--- config.mk ---
export PLATFORM = sky130hd
export DESIGN_NAME = zbw_monitor
export DESIGN_NICKNAME = d
export VERILOG_FILES = /design/src/rtl/zbw_pkg.sv /design/src/rtl/zbw_window.sv /design/src/rtl/zbw_zone_slice.sv /design/src/rtl/zbw_monitor.sv
export SDC_FILE = /design/constraint.sdc
export NUM_CORES = 1
export LEC_CHECK = 0
export ABC_CLOCK_PERIOD_IN_PS = 13250
export BUFFER_PORTS_ARGS = -buffer_cell sky130_fd_sc_hd__buf_2
export CAP_MARGIN = 5
export CORE_ASPECT_RATIO = 1.4
export CORE_MARGIN = 1
export CORE_UTILIZATION = 50
export CTS_CLUSTER_DIAMETER = 200
export DETAILED_ROUTE_END_ITERATION = 10
export GPL_ROUTABILITY_DRIVEN = 0
export GPL_TIMING_DRIVEN = 1
export MAX_ROUTING_LAYER = met4
export PLACE_DENSITY = 0.67
export SKIP_LAST_GASP = 1
export SYNTH_ARGS = -nofsm -noshare
export SYNTH_HDL_FRONTEND = slang
export SYNTH_SLANG_ARGS = --single-unit
--- constraint.sdc ---
create_clock -name clk -period 13.25 [get_ports clk]
set_input_delay 1.9875 -clock clk [delete_from_list [all_inputs] [get_ports clk]]
set_output_delay 1.9875 -clock clk [all_outputs]
set_load 0.03 [all_outputs]
--- src/rtl/zbw_pkg.sv ---
package zbw_pkg;

    localparam int NZ    = 4;
    localparam int CNT_W = 12;
    localparam int WIN_W = 24;
    localparam int HIT_W = 8;
    localparam int ACT_W = 2 * NZ;
    localparam int ZW    = $clog2(NZ);

    typedef logic [CNT_W-1:0] cnt_t;

    typedef enum logic [ZW-1:0] {
        ZONE_QUIET = 2'd0,
        ZONE_LIGHT = 2'd1,
        ZONE_BUSY  = 2'd2,
        ZONE_PEAK  = 2'd3
    } zone_e;

    typedef struct packed {
        cnt_t lo;
        cnt_t mid;
        cnt_t hi;
    } thr_t;

    typedef enum logic [7:0] {
        RA_ENABLE  = 8'h00,
        RA_CTLCLR  = 8'h04,
        RA_WINDOW  = 8'h08,
        RA_THR_LO  = 8'h0C,
        RA_THR_MID = 8'h10,
        RA_THR_HI  = 8'h14,
        RA_ACTIONS = 8'h18,
        RA_REPEAT  = 8'h1C,
        RA_STATUS  = 8'h20,
        RA_IRQEN   = 8'h24,
        RA_IRQCLR  = 8'h28,
        RA_HITS    = 8'h2C
    } reg_addr_e;

    localparam logic [3:0] MAX_PAGE = 4'h3;

    function automatic zone_e classify(input cnt_t c, input thr_t t);
        if (c <= t.lo)       return ZONE_QUIET;
        else if (c <= t.mid) return ZONE_LIGHT;
        else if (c <= t.hi)  return ZONE_BUSY;
        else                 return ZONE_PEAK;
    endfunction

endpackage

--- src/rtl/zbw_window.sv ---
module zbw_window
    import zbw_pkg::*;
#(
    parameter int UNIT_LOG2 = 16,
    parameter int BYTES_W   = 8
) (
    input  logic               clk,
    input  logic               rst,
    input  logic               run,
    input  logic               restart,
    input  logic               tick,
    input  logic [WIN_W-1:0]   win_len,
    input  logic               beat_valid,
    input  logic [BYTES_W-1:0] beat_bytes,
    output logic               win_end,
    output cnt_t               win_cnt
);
    localparam int ACC_W = CNT_W + UNIT_LOG2 + 1;

    logic [WIN_W-1:0] timer;
    logic [ACC_W-1:0] acc;
    logic             len_hit;

    assign len_hit = ({1'b0, timer} + 1'b1) >= {1'b0, win_len};
    assign win_end = run && !restart && tick && len_hit;

    always_ff @(posedge clk) begin
        if (rst || !run || restart) begin
            timer <= '0;
        end else if (tick) begin
            timer <= len_hit ? '0 : timer + 1'b1;
        end
    end

    always_ff @(posedge clk) begin
        if (rst || !run || restart) begin
            acc <= '0;
        end else if (win_end) begin
            acc <= beat_valid ? ACC_W'(beat_bytes) : '0;
        end else if (beat_valid && !acc[ACC_W-1]) begin
            acc <= acc + ACC_W'(beat_bytes);
        end
    end

    assign win_cnt = acc[ACC_W-1] ? '1 : acc[ACC_W-2:UNIT_LOG2];

endmodule

--- src/rtl/zbw_zone_slice.sv ---
module zbw_zone_slice
    import zbw_pkg::*;
#(
    parameter int ZIDX = 0
) (
    input  logic             clk,
    input  logic             rst,
    input  logic             eval,
    input  logic             clr_all,
    input  zone_e            eval_zone,
    input  cnt_t             eval_cnt,
    input  logic [ACT_W-1:0] act,
    input  logic [HIT_W-1:0] rpt,
    output logic [HIT_W-1:0] hits,
    output cnt_t             zmax,
    output logic             set_pulse
);
    logic             do_inc;
    logic             do_clr;
    logic [HIT_W-1:0] bump;
    logic             own_zone;

    assign do_inc    = act[2*ZIDX+1];
    assign do_clr    = act[2*ZIDX];
    assign bump      = (hits == '1) ? hits : hits + 1'b1;
    assign set_pulse = eval && !do_clr && do_inc && (bump == rpt);
    assign own_zone  = (eval_zone == zone_e'(ZIDX));

    always_ff @(posedge clk) begin
        if (rst || clr_all) begin
            hits <= '0;
        end else if (eval) begin
            if (do_clr || set_pulse) begin
                hits <= '0;
            end else if (do_inc) begin
                hits <= bump;
            end
        end
    end

    always_ff @(posedge clk) begin
        if (rst || clr_all) begin
            zmax <= '0;
        end else if (eval && own_zone && (eval_cnt > zmax)) begin
            zmax <= eval_cnt;
        end
    end

endmodule

--- src/rtl/zbw_monitor.sv ---
module zbw_monitor
    import zbw_pkg::*;
#(
    parameter int UNIT_LOG2 = 16,
    parameter int BYTES_W   = 8
) (
    input  logic               clk,
    input  logic               rst,
    input  logic               reg_wr,
    input  logic [7:0]         reg_addr,
    input  logic [31:0]        reg_wdata,
    output logic [31:0]        reg_rdata,
    input  logic               ref_tick,
    input  logic               beat_valid,
    input  logic [BYTES_W-1:0] beat_bytes,
    output logic               irq
);
    logic                         mon_en;
    logic [WIN_W-1:0]             win_len;
    thr_t                         thr;
    logic [NZ-1:0][ACT_W-1:0]     act_fields;
    logic [NZ-1:0][HIT_W-1:0]     rpt_fields;
    logic [NZ-1:0]                irq_en;
    logic [NZ-1:0]                irq_status;
    logic [NZ-1:0]                set_vec;
    logic [NZ-1:0]                clr_mask;
    logic [NZ-1:0][HIT_W-1:0]     hits;
    logic [NZ-1:0][CNT_W-1:0]     zmax;
    logic                         clr_win;
    logic                         clr_all;
    logic                         win_end;
    cnt_t                         win_cnt;
    zone_e                        win_zone;

    function automatic logic wr_to(input logic [7:0] a, input reg_addr_e r);
        return reg_wr && (a == r);
    endfunction

    assign clr_win  = wr_to(reg_addr, RA_CTLCLR) && (reg_wdata[1:0] != 2'b00);
    assign clr_all  = wr_to(reg_addr, RA_CTLCLR) && reg_wdata[1];
    assign clr_mask = wr_to(reg_addr, RA_IRQCLR) ? reg_wdata[NZ-1:0] : '0;

    always_ff @(posedge clk) begin
        if (rst) begin
            mon_en     <= 1'b0;
            win_len    <= '0;
            thr        <= '0;
            act_fields <= '0;
            rpt_fields <= '0;
            irq_en     <= '0;
        end else if (reg_wr) begin
            case (reg_addr)
                RA_ENABLE:  mon_en     <= reg_wdata[0];
                RA_WINDOW:  win_len    <= reg_wdata[WIN_W-1:0];
                RA_THR_LO:  thr.lo     <= reg_wdata[CNT_W-1:0];
                RA_THR_MID: thr.mid    <= reg_wdata[CNT_W-1:0];
                RA_THR_HI:  thr.hi     <= reg_wdata[CNT_W-1:0];
                RA_ACTIONS: act_fields <= reg_wdata[NZ*ACT_W-1:0];
                RA_REPEAT:  rpt_fields <= reg_wdata[NZ*HIT_W-1:0];
                RA_IRQEN:   irq_en     <= reg_wdata[NZ-1:0];
                default: ;
            endcase
        end
    end

    zbw_window #(
        .UNIT_LOG2 (UNIT_LOG2),
        .BYTES_W   (BYTES_W)
    ) u_window (
        .clk        (clk),
        .rst        (rst),
        .run        (mon_en),
        .restart    (clr_win),
        .tick       (ref_tick),
        .win_len    (win_len),
        .beat_valid (beat_valid),
        .beat_bytes (beat_bytes),
        .win_end    (win_end),
        .win_cnt    (win_cnt)
    );

    assign win_zone = classify(win_cnt, thr);

    for (genvar z = 0; z < NZ; z++) begin : g_zone
        zbw_zone_slice #(
            .ZIDX (z)
        ) u_slice (
            .clk       (clk),
            .rst       (rst),
            .eval      (win_end),
            .clr_all   (clr_all),
            .eval_zone (win_zone),
            .eval_cnt  (win_cnt),
            .act       (act_fields[win_zone]),
            .rpt       (rpt_fields[z]),
            .hits      (hits[z]),
            .zmax      (zmax[z]),
            .set_pulse (set_vec[z])
        );
    end

    always_ff @(posedge clk) begin
        if (rst) begin
            irq_status <= '0;
        end else begin
            irq_status <= (irq_status & ~clr_mask) | set_vec;
        end
    end

    assign irq = |(irq_status & irq_en);

    always_comb begin
        reg_rdata = '0;
        case (reg_addr)
            RA_ENABLE:  reg_rdata[0]           = mon_en;
            RA_WINDOW:  reg_rdata[WIN_W-1:0]   = win_len;
            RA_THR_LO:  reg_rdata[CNT_W-1:0]   = thr.lo;
            RA_THR_MID: reg_rdata[CNT_W-1:0]   = thr.mid;
            RA_THR_HI:  reg_rdata[CNT_W-1:0]   = thr.hi;
            RA_ACTIONS: reg_rdata              = act_fields;
            RA_REPEAT:  reg_rdata              = rpt_fields;
            RA_STATUS:  reg_rdata[NZ-1:0]      = irq_status;
            RA_IRQEN:   reg_rdata[NZ-1:0]      = irq_en;
            RA_HITS:    reg_rdata              = hits;
            default: begin
                if (reg_addr[7:4] == MAX_PAGE && reg_addr[1:0] == 2'b00) begin
                    reg_rdata[CNT_W-1:0] = zmax[reg_addr[3:2]];
                end
            end
        endcase
    end

endmodule

* Yosys cells after proc, flatten, opt, wreduce, memory -nomap -nowiden *
Index checks and enable logic that the tools add are counted.

operators by class
  add/sub/neg operators = 7
  order comparisons = 10
  eq/ne operators = 23
  muxes and demuxes = 31
  bitwise logic cells = 4
  reduce and logical (&&, ||, !) cells = 66

operators with widths
  cell                                            count
  two-way mux 8 bit                               14
  case mux 8 bit (8 select lines)                 1
  two-way mux 29 bit                              2
  > comparator 12 bit                             4
  case mux 12 bit (4 select lines)                1
  less-or-equal comparator 12 bit                 3
  two-way mux 12 bit                              3
  adder 8 x 1 -> 8 bit (second input constant)    4
  == test 8 x 5 -> 1 bit (second input constant)  4
  == test 8 x 6 -> 1 bit (second input constant)  4
  == test 8 bit                                   4
  == test 8 bit (second input constant)           4
  case mux 3 bit (10 select lines)                1
  adder 29 x 8 -> 29 bit                          1
  logical AND 1 bit                               29
  adder 24 x 1 -> 25 bit (second input constant)  1
  greater-or-equal comparator 25 x 24 -> 1 bit    1
  adder 24 x 1 -> 24 bit (second input constant)  1
  binary-select mux 12 bit (select 2 bit)         1
  two-way mux 24 bit                              1
  case mux 8 bit (3 select lines)                 1
  AND reduction 2 bit                             12
  binary-select mux 8 bit (select 2 bit)          1
  == test 8 x 4 -> 1 bit (second input constant)  2
  19 further kinds                                41

word-level totals
  bits in registers = 266
  input port bits = 53
  output and inout port bits = 33
  word-level logic and storage cells = 166

* Depth between registers and ports, before layout *
Gate-level depths: netlist (run 1).

  depth in word-level cells = 14
  mapped depth = 20
  depth with buffers taken out = 17

* By module *
Synthesis (run 1) repeated with hierarchy kept, for this count alone.

second synthesis, totals
  cells, all modules = 2285
  area, all modules = 17599.4 µm²

modules (own cells, without submodules)
  module                                   instances  cells each  area each (µm²)  seq. area each (µm²)
  zbw_monitor                              1          939         7248.2           2662.6
  zbw_window                               1          483         3787.4           1061.0
  zbw_zone_slice at g_zone[1].u_slice ...  2          216         1642.8           400.4
  zbw_zone_slice at g_zone[0].u_slice      1          216         1640.3           400.4
  zbw_zone_slice at g_zone[3].u_slice      1          215         1637.8           400.4

* Least setup slack after synthesis (run 1) *
No wires, ideal clock.

  kind = input-to-output
  start point = in reg_addr[2]
  end point = out reg_rdata[4]
  arrival time = 3.912 ns
  data required time = 11.262 ns
  path slack = 7.351 ns
  stages on the path = 6
  buffers on the path = 2
  path through = clkbuf_1 > buf_1 > mux4_2 > nor2b_1 > a21oi_1 > nand4_1

between the ends
  word-level cells in the longest chain between the ends = 4
  elaborated cells between the ends (all ways) = 15
  classes of those cells = eq/ne (9); mux (4); reduce/logical (2)

ends and longest elaborated chain
  what                                      line                source
  from (decl)                               zbw_monitor.sv:10   input logic [7:0] reg_addr,
  binary-select mux 12 bit (select 2 bit)   zbw_monitor.sv:127  reg_rdata[CNT_W-1:0] = zmax[reg_addr[3:2]];
  two-way mux 12 bit (not written as such)  zbw_monitor.sv:127
  two-way mux 12 bit                        zbw_monitor.sv:126  if (reg_addr[7:4] == MAX_PAGE && reg_addr[1:0] == 2'b00) begin
  case mux 8 bit (8 select lines) (*)       zbw_monitor.sv:114  case (reg_addr)
  to (decl)                                 zbw_monitor.sv:12   output logic [31:0] reg_rdata,

Every way passes the cells marked *; elsewhere a longest branch is shown, timed or not. The select of a mux whose other input is x is not followed.

* Final worst setup path (run 1) *
  start point = in reg_addr[2]
  end point = out reg_rdata[0]

between the ends
  word-level cells in the longest chain between the ends = 4
  elaborated cells between the ends (all ways) = 14
  classes of those cells = eq/ne (9); mux (4); reduce/logical (1)

ends and longest elaborated chain
  what                                      line
  binary-select mux 12 bit (select 2 bit)   zbw_monitor.sv:127
  two-way mux 12 bit (not written as such)  zbw_monitor.sv:127
  two-way mux 12 bit                        zbw_monitor.sv:126
  case mux 1 bit (10 select lines) (*)      zbw_monitor.sv:114

Marked as above.

==> run metrics, run 1 <==
count of cells along the worst register-to-register path=16; reported leakage power=6.98 nW; IO Pins=86; Max Fanout on Critical Path=16; HPWL reported at the end of detailed placement=40.3 mm; fraction of synthesis flops using an asynchronous set or reset pin=0%; largest clock skew in the final design=slightly below 0.02 ns; combined global-route utilization of all metal layers=32.8%; Avg Cell Area, Syn=7.69 um2; multiplexer share of the synthesized area=2.69%; floorplan die height=218 um; pin count of the biggest net entering global routing=83; number of input and output port buffers inserted=85; biggest cell delay along the critical path=0.77 ns; Root Driver=sky130_fd_sc_hd__clkbuf_16; Area contributors post-synth=sky130_fd_sc_hd__dfxtp_1, sky130_fd_sc_hd__ha_1, sky130_fd_sc_hd__nand2_1, sky130_fd_sc_hd__a21oi_1, sky130_fd_sc_hd__nor2_1; shortest period the worst path allows=between 6 and 7 ns; fraction of final layout cells with drive strength greater than 1=10.8%; DR WL/cell=20.6 um; slowest library cell on the worst path=sky130_fd_sc_hd__nor2_1; parity-gate share of the synthesized area counting xor and xnor cells=between 3 and 4%; setup repair after global routing missed its margin=no; total of cells resized after clock tree synthesis=0; origin of the critical flop-to-flop path=u_window.timer[2]; routed via count divided by cell count=about 6.1; aggregate negative setup slack=0 ns; dominant synthesized flop cell=sky130_fd_sc_hd__dfxtp_1; net count after synthesis=2349; die area=0.0342 mm2; DRC errors left=0; standard cell core area=0.0327 mm2; simple-gate share of the synthesized area=23.3%; CP Data Arrival Time=4.36 ns; fraction of met2 tracks used by global routing=54.3%; largest family of logic cells by synthesized area=simple AND/OR/NAND/NOR gates; met3 capacity usage during global routing=4.10%; sink count of the clock tree=266; cell type with the highest aggregate area in the netlist=sky130_fd_sc_hd__dfxtp_1; Clock Path Buffers=3; detailed-routing iteration count for the pre-antenna-repair pass=5; category of the most critical setup path=in -> out; Endpoint, Worst Hold=u_window.timer[20]; area of the mapped netlist=approximately 0.017 mm2; Yosys warning count=0; Setup Fix Bufs, Post-CTS=0; Slew @ Worst Pin=1.12 ns; Vias=16183; Synth Area in Adders=9.17%; number of antenna violations at the first check in global routing=5; number of failing hold endpoints at the final stage=0; Hold Worst Slack=0.474 ns; most used routing layer=met2; global routing met1 resource utilization=36.2%; peak supply drop=roughly 84 uV; Clk Latency, worst-skew pair=approximately 0.58 ns; count of placed standard cells including taps=~2600; cells after synthesis=2174; Std-Cell Rows=between 70 and 80; antenna-violating nets left=0; worst slew margin relative to its limit=24.7%; highest clock rate=~160 MHz; number of max-slew violations in the final report=0; grt ovf=0; placed inst area=0.0173 mm2; total of flip-flops plus latches after synthesis=266; clock transition at the registers of the reported paths=0.06 ns; Finish-stage setup viols=0; distinct cell type count of the synthesized netlist=83; Final nets=2347; share of synthesized area occupied by flip-flops and latches=31.8%; DRC violation total after the first TritonRoute iteration=between 1000 and 1500; global-route wire length before repair=84.5 mm; number of violations of the max-capacitance limit=0; Post-Layout Inst Area=0.0184 mm2; startpoint type of the worst setup path=input port; TritonCTS clock tree=built; total detailed-routing wirelength=between 50 and 60 mm; non-filler cells in the finished layout=2639; power per unit of standard cell area=95.1 mW/mm2; status=complete, no violations; destination of the worst register-to-register timing path=g_zone[2].u_slice.zmax[1]; count of flip-flops with a built-in enable after synthesis=0; die width=~160 um; cts bufs inserted=30; effective utilization at floorplan=51.1%; start point of the worst min-delay path=u_window.timer[20]; data required time at the worst endpoint=about 11 ns; Area growth, synth to finish=9.91%; worst min path class=reg -> reg; hold path cells=2; maximum level of the CTS H-tree=1; crit-path cells=buf_2 -> nor3_1 -> nand2b_1 -> nor2_1 -> a22o_1 -> a221oi_1 -> nand4_1 -> buf_2; number of global-route vias before repair=15545; Post-CTS Hold Buffers=0; CP most frequent cell=sky130_fd_sc_hd__buf_2; area share of the largest cell type after synthesis=31.8%; endpoint type of the worst setup path=primary output; Worst R2R Setup Slack=7.39 ns; share of the cycle needed by the critical path after routing=47.9%; fraction of the mapped netlist area in compound gates=22.9%
## kinds of logic (layout without fill, tap and decap cells)
family                   Yosys count  in the layout
AO/OA/AOI/OAI                    580            580
other                              0              6
XOR/XNOR                          70             70
buffers and inverters            269            288
multiplexers                      29             29
flip-flops                       266            266
adder cells (fa/ha/maj)          122            122
AND/OR/NAND/NOR                  838            838
## state kept, by name, indices dropped and copies added (netlist names)
register and flops:
u_window.timer 24, win_len 24, thr 36, g_zone.u_slice.zmax 48, mon_en 1, irq_status 4
irq_en 4, u_window.acc 29, rpt_fields 32, act_fields 32, g_zone.u_slice.hits 32
## stage by stage
stage / utilization [%] / setup WS (ns) / power [mW]
after global placement: 53.0 / 7.03 / 0.876
after detailed placement: 53.0 / 6.96 / 0.877
after floorplan: - / 7.35 / 0.851
final: 56.2 / 6.91 / 1.75
after global routing: 56.2 / 6.79 / 1.80
after CTS: 56.2 / 6.95 / 1.76
## metal layers
layer  up-vias  wire length, um
met3       227             3530
met4         0             4570
met5         -                0
met2       661            25500
li1       7705                -
met1      7590            20800
## worst max-delay path: cells and delay by family
family / cells / cell delay (ns)
and+or+nand+nor: 4 / 1.58
AOI/OAI and AO/OA: 2 / 0.28
buffers and inverters: 2 / 0.48
## synthesized netlist by cell type (20+ instances only)
cell type and n:
sky130_fd_sc_hd__clkbuf_1 120, sky130_fd_sc_hd__a22oi_1 75, sky130_fd_sc_hd__nor3_1 39, sky130_fd_sc_hd__xor2_1 36, sky130_fd_sc_hd__o21ai_0 64, sky130_fd_sc_hd__nand4_1 55
sky130_fd_sc_hd__a211oi_2 22, sky130_fd_sc_hd__o31ai_1 21, sky130_fd_sc_hd__xnor2_1 34, sky130_fd_sc_hd__inv_1 131, sky130_fd_sc_hd__nor2b_1 25, sky130_fd_sc_hd__nand3_1 67
sky130_fd_sc_hd__and3_1 31, sky130_fd_sc_hd__a21o_1 30, sky130_fd_sc_hd__a211oi_1 20, sky130_fd_sc_hd__nor2_1 162, sky130_fd_sc_hd__dfxtp_1 266, sky130_fd_sc_hd__a21oi_1 237
sky130_fd_sc_hd__ha_1 121, sky130_fd_sc_hd__nand2_1 363
## cell usage in the layout (no fill, tap or decap), types with 7 or more instances in the layout
| cell | count |
|---|---|
| sky130_fd_sc_hd__and2_1 | 14 |
| sky130_fd_sc_hd__a21o_1 | 30 |
| sky130_fd_sc_hd__nand2_1 | 362 |
| sky130_fd_sc_hd__or3_1 | 11 |
| sky130_fd_sc_hd__buf_4 | 19 |
| sky130_fd_sc_hd__o211ai_1 | 12 |
| sky130_fd_sc_hd__nand2b_1 | 15 |
| sky130_fd_sc_hd__nand4_1 | 55 |
| sky130_fd_sc_hd__or2_2 | 14 |
| sky130_fd_sc_hd__a211oi_1 | 20 |
| sky130_fd_sc_hd__o21a_1 | 12 |
| sky130_fd_sc_hd__nor2b_1 | 25 |
| sky130_fd_sc_hd__o31ai_1 | 21 |
| sky130_fd_sc_hd__and4_1 | 7 |
| sky130_fd_sc_hd__buf_2 | 84 |
| sky130_fd_sc_hd__a21oi_1 | 237 |
| sky130_fd_sc_hd__inv_1 | 131 |
| sky130_fd_sc_hd__o21ai_0 | 64 |
| sky130_fd_sc_hd__xor2_1 | 36 |
| sky130_fd_sc_hd__clkbuf_16 | 31 |
| sky130_fd_sc_hd__a211oi_2 | 22 |
| sky130_fd_sc_hd__a221oi_1 | 11 |
| sky130_fd_sc_hd__nor4_1 | 10 |
| sky130_fd_sc_hd__mux2_2 | 8 |
| sky130_fd_sc_hd__and3_1 | 31 |
| sky130_fd_sc_hd__nand3_1 | 67 |
| sky130_fd_sc_hd__mux4_2 | 12 |
| sky130_fd_sc_hd__mux2i_1 | 9 |
| sky130_fd_sc_hd__nor3_1 | 36 |
| sky130_fd_sc_hd__a22oi_1 | 75 |
| sky130_fd_sc_hd__a31oi_1 | 14 |
| sky130_fd_sc_hd__xnor2_1 | 34 |
| sky130_fd_sc_hd__dfxtp_1 | 266 |
| sky130_fd_sc_hd__nor2_1 | 159 |
| sky130_fd_sc_hd__ha_1 | 121 |
## final cells by class
class | instances | area [um2]
diodes | 6 | 15.0
clock buffers | 39 | 866
clock inverters | 14 | 184
fillers | 3066 | 14300
inverters | 132 | 495
multi-input cells | 1639 | 10400
flip-flops and latches | 266 | 5330
well taps | 440 | 551
repair buffers | 103 | 563
## where the power goes
part	internal, mW	leakage, nW	switching [mW]
clock network	0.535	0.508	0.353
registers	0.800	2.14	0.00154
logic	0.0156	4.33	0.0431
## worst max path at each step
| stage | to | cells after the start | start |
|---|---|---|---|
| 5_1_grt | reg_rdata[0] | 8 | reg_addr[2] |
| 4_1_cts | reg_rdata[0] | 8 | reg_addr[2] |
| 3_3_place_gp | reg_rdata[0] | 8 | reg_addr[2] |
| 2_1_floorplan | reg_rdata[4] | 6 | reg_addr[2] |
| 6_report | reg_rdata[0] | 8 | reg_addr[2] |
| 3_5_place_dp | reg_rdata[0] | 8 | reg_addr[2] |
No activity file was read; power rests on OpenSTA's default activity.
==> inputs of run 2 (changes only) <==
--- a/config.mk
+++ b/config.mk
@@ -5,7 +5,8 @@
 export SDC_FILE = /design/constraint.sdc
 export NUM_CORES = 1
 export LEC_CHECK = 0
-export ABC_CLOCK_PERIOD_IN_PS = 13250
+export ABC_AREA = 1
+export ABC_CLOCK_PERIOD_IN_PS = 5400
 export BUFFER_PORTS_ARGS = -buffer_cell sky130_fd_sc_hd__buf_2
 export CAP_MARGIN = 5
 export CORE_ASPECT_RATIO = 1.4
@@ -16,7 +17,7 @@
 export GPL_ROUTABILITY_DRIVEN = 0
 export GPL_TIMING_DRIVEN = 1
 export MAX_ROUTING_LAYER = met4
-export PLACE_DENSITY = 0.67
+export PLACE_DENSITY = 0.7
 export SKIP_LAST_GASP = 1
 export SYNTH_ARGS = -nofsm -noshare
 export SYNTH_HDL_FRONTEND = slang
==> constraint.sdc (replaced) <==
create_clock -name clk -period 5.4 [get_ports clk]
set_input_delay 0.81 -clock clk [delete_from_list [all_inputs] [get_ports clk]]
set_output_delay 0.81 -clock clk [all_outputs]
set_load 0.03 [all_outputs]
==> run metrics, run 2 <==
number of failing hold endpoints at the final stage=0; endpoint type of the worst setup path=register; cell with the most instances after synthesis=sky130_fd_sc_hd__nand2_1; Final nets=2686; power per unit of standard cell area=226 mW/mm2; flip-flop count of the largest register after layout=48; startpoint type of the worst setup path=register; die area=0.0345 mm2; number of input and output port buffers inserted=85; sink count of the clock tree=266; distinct cell type count of the synthesized netlist=58; Slew @ Worst Pin=1.15 ns; most used cells in the layout excluding fill and tap cells=sky130_fd_sc_hd__nand2_1, sky130_fd_sc_hd__inv_1, sky130_fd_sc_hd__a21oi_1, sky130_fd_sc_hd__dfxtp_1, sky130_fd_sc_hd__nor2_1; status=complete, no violations; Yosys warning count=0; Bufs and invs on worst path=5; start point of the worst min-delay path=win_len[19]; pin count of the biggest net entering global routing=82; reported leakage power=7.61 nW; detailed-routing iteration count for the pre-antenna-repair pass=6; share of synthesized area occupied by flip-flops and latches=around a third; antenna-violating nets left=0; floorplan die height=219 um; biggest cell delay along the critical path=between 0.4 and 0.5 ns; cell type with the highest aggregate area in the netlist=sky130_fd_sc_hd__dfxtp_1; die width=around 160 um; maximum level of the CTS H-tree=1; shortest period the worst path allows=4.37 ns; Area contributors post-synth=sky130_fd_sc_hd__dfxtp_1, sky130_fd_sc_hd__nand2_1, sky130_fd_sc_hd__ha_1, sky130_fd_sc_hd__a21oi_1, sky130_fd_sc_hd__inv_1; largest register by flop count=g_zone.u_slice.zmax; Std-Cell Rows=79; Root Driver=sky130_fd_sc_hd__clkbuf_16; flip-flop and latch area=0.00533 mm2; standard cell core area=approximately 0.033 mm2; grt ovf=0; clock transition at the registers of the reported paths=0.06 ns; DR WL/cell=19.2 um; largest clock skew in the final design=roughly 0.019 ns; combined global-route utilization of all metal layers=between 30% and 40%; fin util=56.0%; Avg Cell Area, Syn=6.85 um2; origin of the critical flop-to-flop path=u_window.timer[0]; CP most frequent cell=sky130_fd_sc_hd__nand2_1; CP Data Arrival Time=4.78 ns; Post-CTS Hold Buffers=0; global-route wire length before repair=89.6 mm; Max Fanout on Critical Path=31; count of flip-flops with a built-in enable after synthesis=0; fraction of final layout cells with drive strength greater than 1=9.57%; HPWL reported at the end of detailed placement=42.9 mm; total area of multi-input combinational cells=0.00986 mm2; net count after synthesis=2637; effective utilization at floorplan=50.8%; aggregate negative setup slack=0 ns; Setup Fix Bufs, Post-CTS=0; number of violations of the max-capacitance limit=0; worst min path class=reg -> reg; slowest library cell on the worst path=sky130_fd_sc_hd__buf_4; setup repair after global routing missed its margin=no; count of cells along the worst register-to-register path=26; Worst R2R Setup Slack=1.03 ns; total of flip-flops plus latches after synthesis=around 270; biggest registers after layout=g_zone.u_slice.zmax x48, thr x36; hold path cells=2; destination of the worst register-to-register timing path=g_zone[2].u_slice.hits[1]; worst slew margin relative to its limit=23.0%; number of global-route vias before repair=between 15000 and 20000; commonest non-fill, non-tap cell in the layout=sky130_fd_sc_hd__nand2_1; dominant delay contributor by cell family on the critical path=simple AND/OR/NAND/NOR gates; Clock Path Buffers=3; DRC violation total after the first TritonRoute iteration=1360; fraction of synthesis flops using an asynchronous set or reset pin=0%; DRC errors left=0; Area growth, synth to finish=10.2%; IO Pins=86; highest clock rate=roughly 230 MHz; Finish-stage setup viols=0; Endpoint, Worst Hold=win_len[19]; total detailed-routing wirelength=57.2 mm; number of max-slew violations in the final report=0; total of cells resized after clock tree synthesis=0; Vias=17255; peak supply drop=271 uV; Post-Layout Inst Area=0.0186 mm2; cells after synthesis=2462; total chip power=between 4 and 5 mW; number of antenna violations at the first check in global routing=3; Filler Cell Count=3262; ranking of synthesized cells by instance count=sky130_fd_sc_hd__nand2_1, sky130_fd_sc_hd__inv_1, sky130_fd_sc_hd__a21oi_1, sky130_fd_sc_hd__dfxtp_1, sky130_fd_sc_hd__nor2_1; dominant synthesized flop cell=sky130_fd_sc_hd__dfxtp_1; data required time at the worst endpoint=around 5.8 ns; share of the cycle needed by the critical path after routing=81.0%; TritonCTS clock tree=built; category of the most critical setup path=reg -> reg; placed inst area=between 0.015 and 0.02 mm2; cts bufs inserted=29; Clk Latency, worst-skew pair=0.58 ns; routed via count divided by cell count=5.79; area of the mapped netlist=0.0169 mm2; area share of the largest cell type after synthesis=31.6%
==> run 2: power breakdown <==
| group | switching, mW | internal [mW] |
|---|---|---|
| registers | 0.00138 | 1.96 |
| clock network | 0.863 | 1.19 |
| logic | 0.132 | 0.0432 |
==> run 2: tightest hold or removal path, delay by kind of cell (launching register included) <==
family	cells	cell delay (ns)
AOI/OAI and AO/OA	2	0.12
DFF	1	0.31
==> run 2: logic make-up after synthesis <==
kind of cell / Yosys count / synth area share (%)
simple gates: 949 / 24.8
compound gates: 649 / 22.1
buf+inv: 432 / 10.1
flops: 266 / 31.6
fa+ha+maj: 122 / 9.09
xor+xnor: 44 / 2.37
==> run 2: cell type report <==
class                      count  share of cell area, %
multi-input combinational   1764                   53.0
sequential                   266                   28.6
inverter                     344                   6.96
clock buffer                  39                   4.59
timing repair buffer         106                   3.13
tap                          445                   2.99
clock inverter                11                  0.646
antenna                        4                 0.0538
==> run 2: worst max path at each step <==
stage	from	to	depth (start not counted)
after floorplan	u_window.timer[0]	g_zone[1].u_slice.hits[1]	26
after global placement	u_window.timer[0]	g_zone[2].u_slice.hits[1]	26
after detailed placement	u_window.timer[0]	g_zone[2].u_slice.hits[2]	26
after CTS	u_window.timer[0]	g_zone[2].u_slice.hits[1]	26
after global routing	u_window.timer[0]	g_zone[2].u_slice.hits[6]	26
final	u_window.timer[0]	g_zone[2].u_slice.hits[1]	26
==> run 2: per-stage QoR <==
stage / std cells / setup slack, ns / hold WS, ns
detailed placement: 2925 / 1.07 / 0.463
CTS: 2975 / 1.03 / 0.472
global placement: 2925 / 1.16 / 0.457
global route: 2978 / 0.607 / 0.491
floorplan: 2462 / 1.91 / 0.441
finish: 2979 / 1.03 / 0.475
==> run 2: routing by layer <==
| metal | routed length [um] | track usage (%) |
|---|---|---|
| met4 | 4270 | 23.7 |
| met3 | 3490 | 4.19 |
| met1 | 21700 | 37.6 |
| met5 | 0 | - |
| met2 | 27700 | 58.8 |
==> inputs of run 3 (changes only) <==
--- a/config.mk
+++ b/config.mk
@@ -6,7 +6,7 @@
 export NUM_CORES = 1
 export LEC_CHECK = 0
 export ABC_AREA = 1
-export ABC_CLOCK_PERIOD_IN_PS = 5400
+export ABC_CLOCK_PERIOD_IN_PS = 3500
 export BUFFER_PORTS_ARGS = -buffer_cell sky130_fd_sc_hd__buf_2
 export CAP_MARGIN = 5
 export CORE_ASPECT_RATIO = 1.4
==> constraint.sdc (replaced) <==
create_clock -name clk -period 3.5 [get_ports clk]
set_input_delay 0.525 -clock clk [delete_from_list [all_inputs] [get_ports clk]]
set_output_delay 0.525 -clock clk [all_outputs]
set_load 0.03 [all_outputs]
==> run metrics, run 3 (synthesis results as in run 2) <==
Std-Cell Rows=79; start point of the worst min-delay path=beat_bytes[5]; Slew @ Worst Pin=0.774 ns; sequential share of power=47.0%; CP most frequent cell=sky130_fd_sc_hd__nor2_4; cts bufs inserted=29; peak supply drop=302 uV; total chip power=between 6 and 7 mW; reported leakage power=8.26 nW; DR WL/cell=19.4 um; flip-flop count of the largest register after layout=48; number of max-slew violations in the final report=0; internal power component=4.88 mW; Worst R2R Setup Slack=-0.04 ns; fin util=59.8%; status=finished with violations; grt ovf=0; HPWL reported at the end of detailed placement=44.2 mm; Clk Latency, worst-skew pair=roughly 0.6 ns; Post-CTS Hold Buffers=0; destination of the worst register-to-register timing path=g_zone[0].u_slice.zmax[9]; antenna-violating nets left=0; highest clock rate=282 MHz; most used cells in the layout excluding fill and tap cells=sky130_fd_sc_hd__nand2_1, sky130_fd_sc_hd__inv_1, sky130_fd_sc_hd__a21oi_1, sky130_fd_sc_hd__dfxtp_1, sky130_fd_sc_hd__nor2_1; Area growth, synth to finish=17.6%; die area=0.0345 mm2; number of global-route vias before repair=17013; data required time at the worst endpoint=4.00 ns; IO Pins=between 80 and 90; Clk network pwr share=48.6%; worst min path class=in -> reg; routed via count divided by cell count=5.80; Root Driver=sky130_fd_sc_hd__clkbuf_16; share of the cycle needed by the critical path after routing=101%; final setup margin=-0.0416 ns; biggest registers after layout=g_zone.u_slice.zmax x48, thr x36; pin count of the biggest net entering global routing=82; sink count of the clock tree=266; number of antenna violations at the first check in global routing=4; category of the most critical setup path=reg -> reg; violations in the final reports=setup timing; switching power=1.57 mW; global-route wire length before repair=90.2 mm; slowest library cell on the worst path=sky130_fd_sc_hd__dfxtp_4; CP Data Arrival Time=approximately 4.0 ns; number of input and output port buffers inserted=85; DRC violation total after the first TritonRoute iteration=1575; DRC errors left=0; combined global-route utilization of all metal layers=34.9%; standard cell core area=0.0332 mm2; count of cells along the worst register-to-register path=28; largest clock skew in the final design=0.0241 ns; Finish-stage setup viols=7; Clock Path Buffers=3; Endpoint, Worst Hold=u_window.acc[5]; endpoint type of the worst setup path=register; number of failing hold endpoints at the final stage=0; hold path cells=3; total detailed-routing wirelength=59.7 mm; clock transition at the registers of the reported paths=0.06 ns; commonest non-fill, non-tap cell in the layout=sky130_fd_sc_hd__nand2_1; effective utilization at floorplan=between 50% and 60%; Post-Layout Inst Area=0.0199 mm2; worst slew margin relative to its limit=between 40% and 50%; Vias=17852; floorplan die height=219 um; TritonCTS clock tree=built; placed inst area=approximately 0.018 mm2; shortest period the worst path allows=3.54 ns; die width=157 um; biggest cell delay along the critical path=0.37 ns; Final nets=2783; startpoint type of the worst setup path=register; origin of the critical flop-to-flop path=u_window.timer[0]; Max Fanout on Critical Path=7; detailed-routing iteration count for the pre-antenna-repair pass=6; setup repair after global routing missed its margin=yes; largest register by flop count=g_zone.u_slice.zmax; switching portion of total power=24.4%; fraction of final layout cells with drive strength greater than 1=15.3%; number of violations of the max-capacitance limit=0; power per unit of standard cell area=325 mW/mm2; maximum level of the CTS H-tree=1; combinational share of power=4.5%
[run 3: cell types whose count changed in the layout (fill, tap and decap cells not counted), moves of 9 or more]
| cell | before | now |
|---|---|---|
| sky130_fd_sc_hd__buf_4 | 21 | 98 |
| sky130_fd_sc_hd__o21ai_0 | 187 | 172 |
| sky130_fd_sc_hd__buf_6 | 0 | 12 |
| sky130_fd_sc_hd__nor2_1 | 213 | 201 |
| sky130_fd_sc_hd__a21oi_1 | 292 | 283 |
| sky130_fd_sc_hd__a21oi_2 | 3 | 12 |
| sky130_fd_sc_hd__nand2_1 | 469 | 460 |
| sky130_fd_sc_hd__nand3_1 | 131 | 122 |
[run 3: worst max-delay path by stage]
| stage | from | slack (ns) | cells after the start | end |
|---|---|---|---|---|
| finish | u_window.timer[0] | -0.04 | 28 | g_zone[0].u_slice.zmax[9] |
| floorplan | u_window.timer[0] | 0.01 | 26 | g_zone[1].u_slice.hits[1] |
| global route | u_window.timer[0] | -0.21 | 28 | g_zone[0].u_slice.zmax[8] |
| detailed placement | u_window.timer[1] | -0.25 | 25 | u_window.acc[0] |
| CTS | u_window.timer[1] | 0.009 | 28 | u_window.acc[26] |
| global placement | u_window.timer[0] | -0.07 | 26 | u_window.acc[21] |
[run 3: metrics by stage]
step	setup WS [ns]	cells	hold WS, ns	setup TNS [ns]
finish	-0.0416	3079	0.205	-0.167
global route	-0.210	3079	0.213	-10.29
CTS	0.00853	3058	0.184	0
detailed placement	-0.254	3000	0.468	-11.47
floorplan	0.0130	2462	0.441	0
global placement	-0.0730	3000	0.458	-1.85
[run 3: power by group through the flow]
stage	clock, mW	combinational [mW]	sequential [mW]
6_report	3.13	0.288	3.03
3_3_place_gp	0	0.269	3.10
2_1_floorplan	0	0.146	3.10
4_1_cts	3.15	0.275	3.03
3_5_place_dp	0	0.273	3.10
5_1_grt	3.27	0.304	3.03
[run 3: what timing repair did]
item,4_1_cts,5_1_grt
buffers inserted,5,16
cloned,0,3
gates resized for setup,20,105
setup endpoints to repair,107,113
hold endpoints to repair,0,0
pin swaps,5,36
[run 3: final cells by class]
cell class / instances / area [um2]
Antenna cell: 4 / 10.0
Clock buffer: 45 / 866
Clock inverter: 8 / 80.1
Fill cell: 3137 / 13400
Inverter: 344 / 1320
Multi-Input combinational cell: 1764 / 10200
Sequential cell: 266 / 5340
Tap cell: 445 / 557
Timing Repair Buffer: 203 / 1470
[run 3: worst max-delay path: cells and delay by family, from the launching register on]
kind / cells / cell delay (ns)
simple gates: 17 / 1.56
buf+inv: 8 / 0.97
flops: 1 / 0.37
fa+ha+maj: 1 / 0.30
xor+xnor: 1 / 0.14
compound gates: 1 / 0.12
[run 3: metal layers]
layer	share of wire, %	GRT usage, %	routed length [um]	up-vias
li1	-	-	-	8566
met1	37	36.8	22300	8268
met2	48	58.5	28400	752
met3	6.5	5.35	3900	266
met4	8.5	26.4	5100	0
met5	0	-	0	-
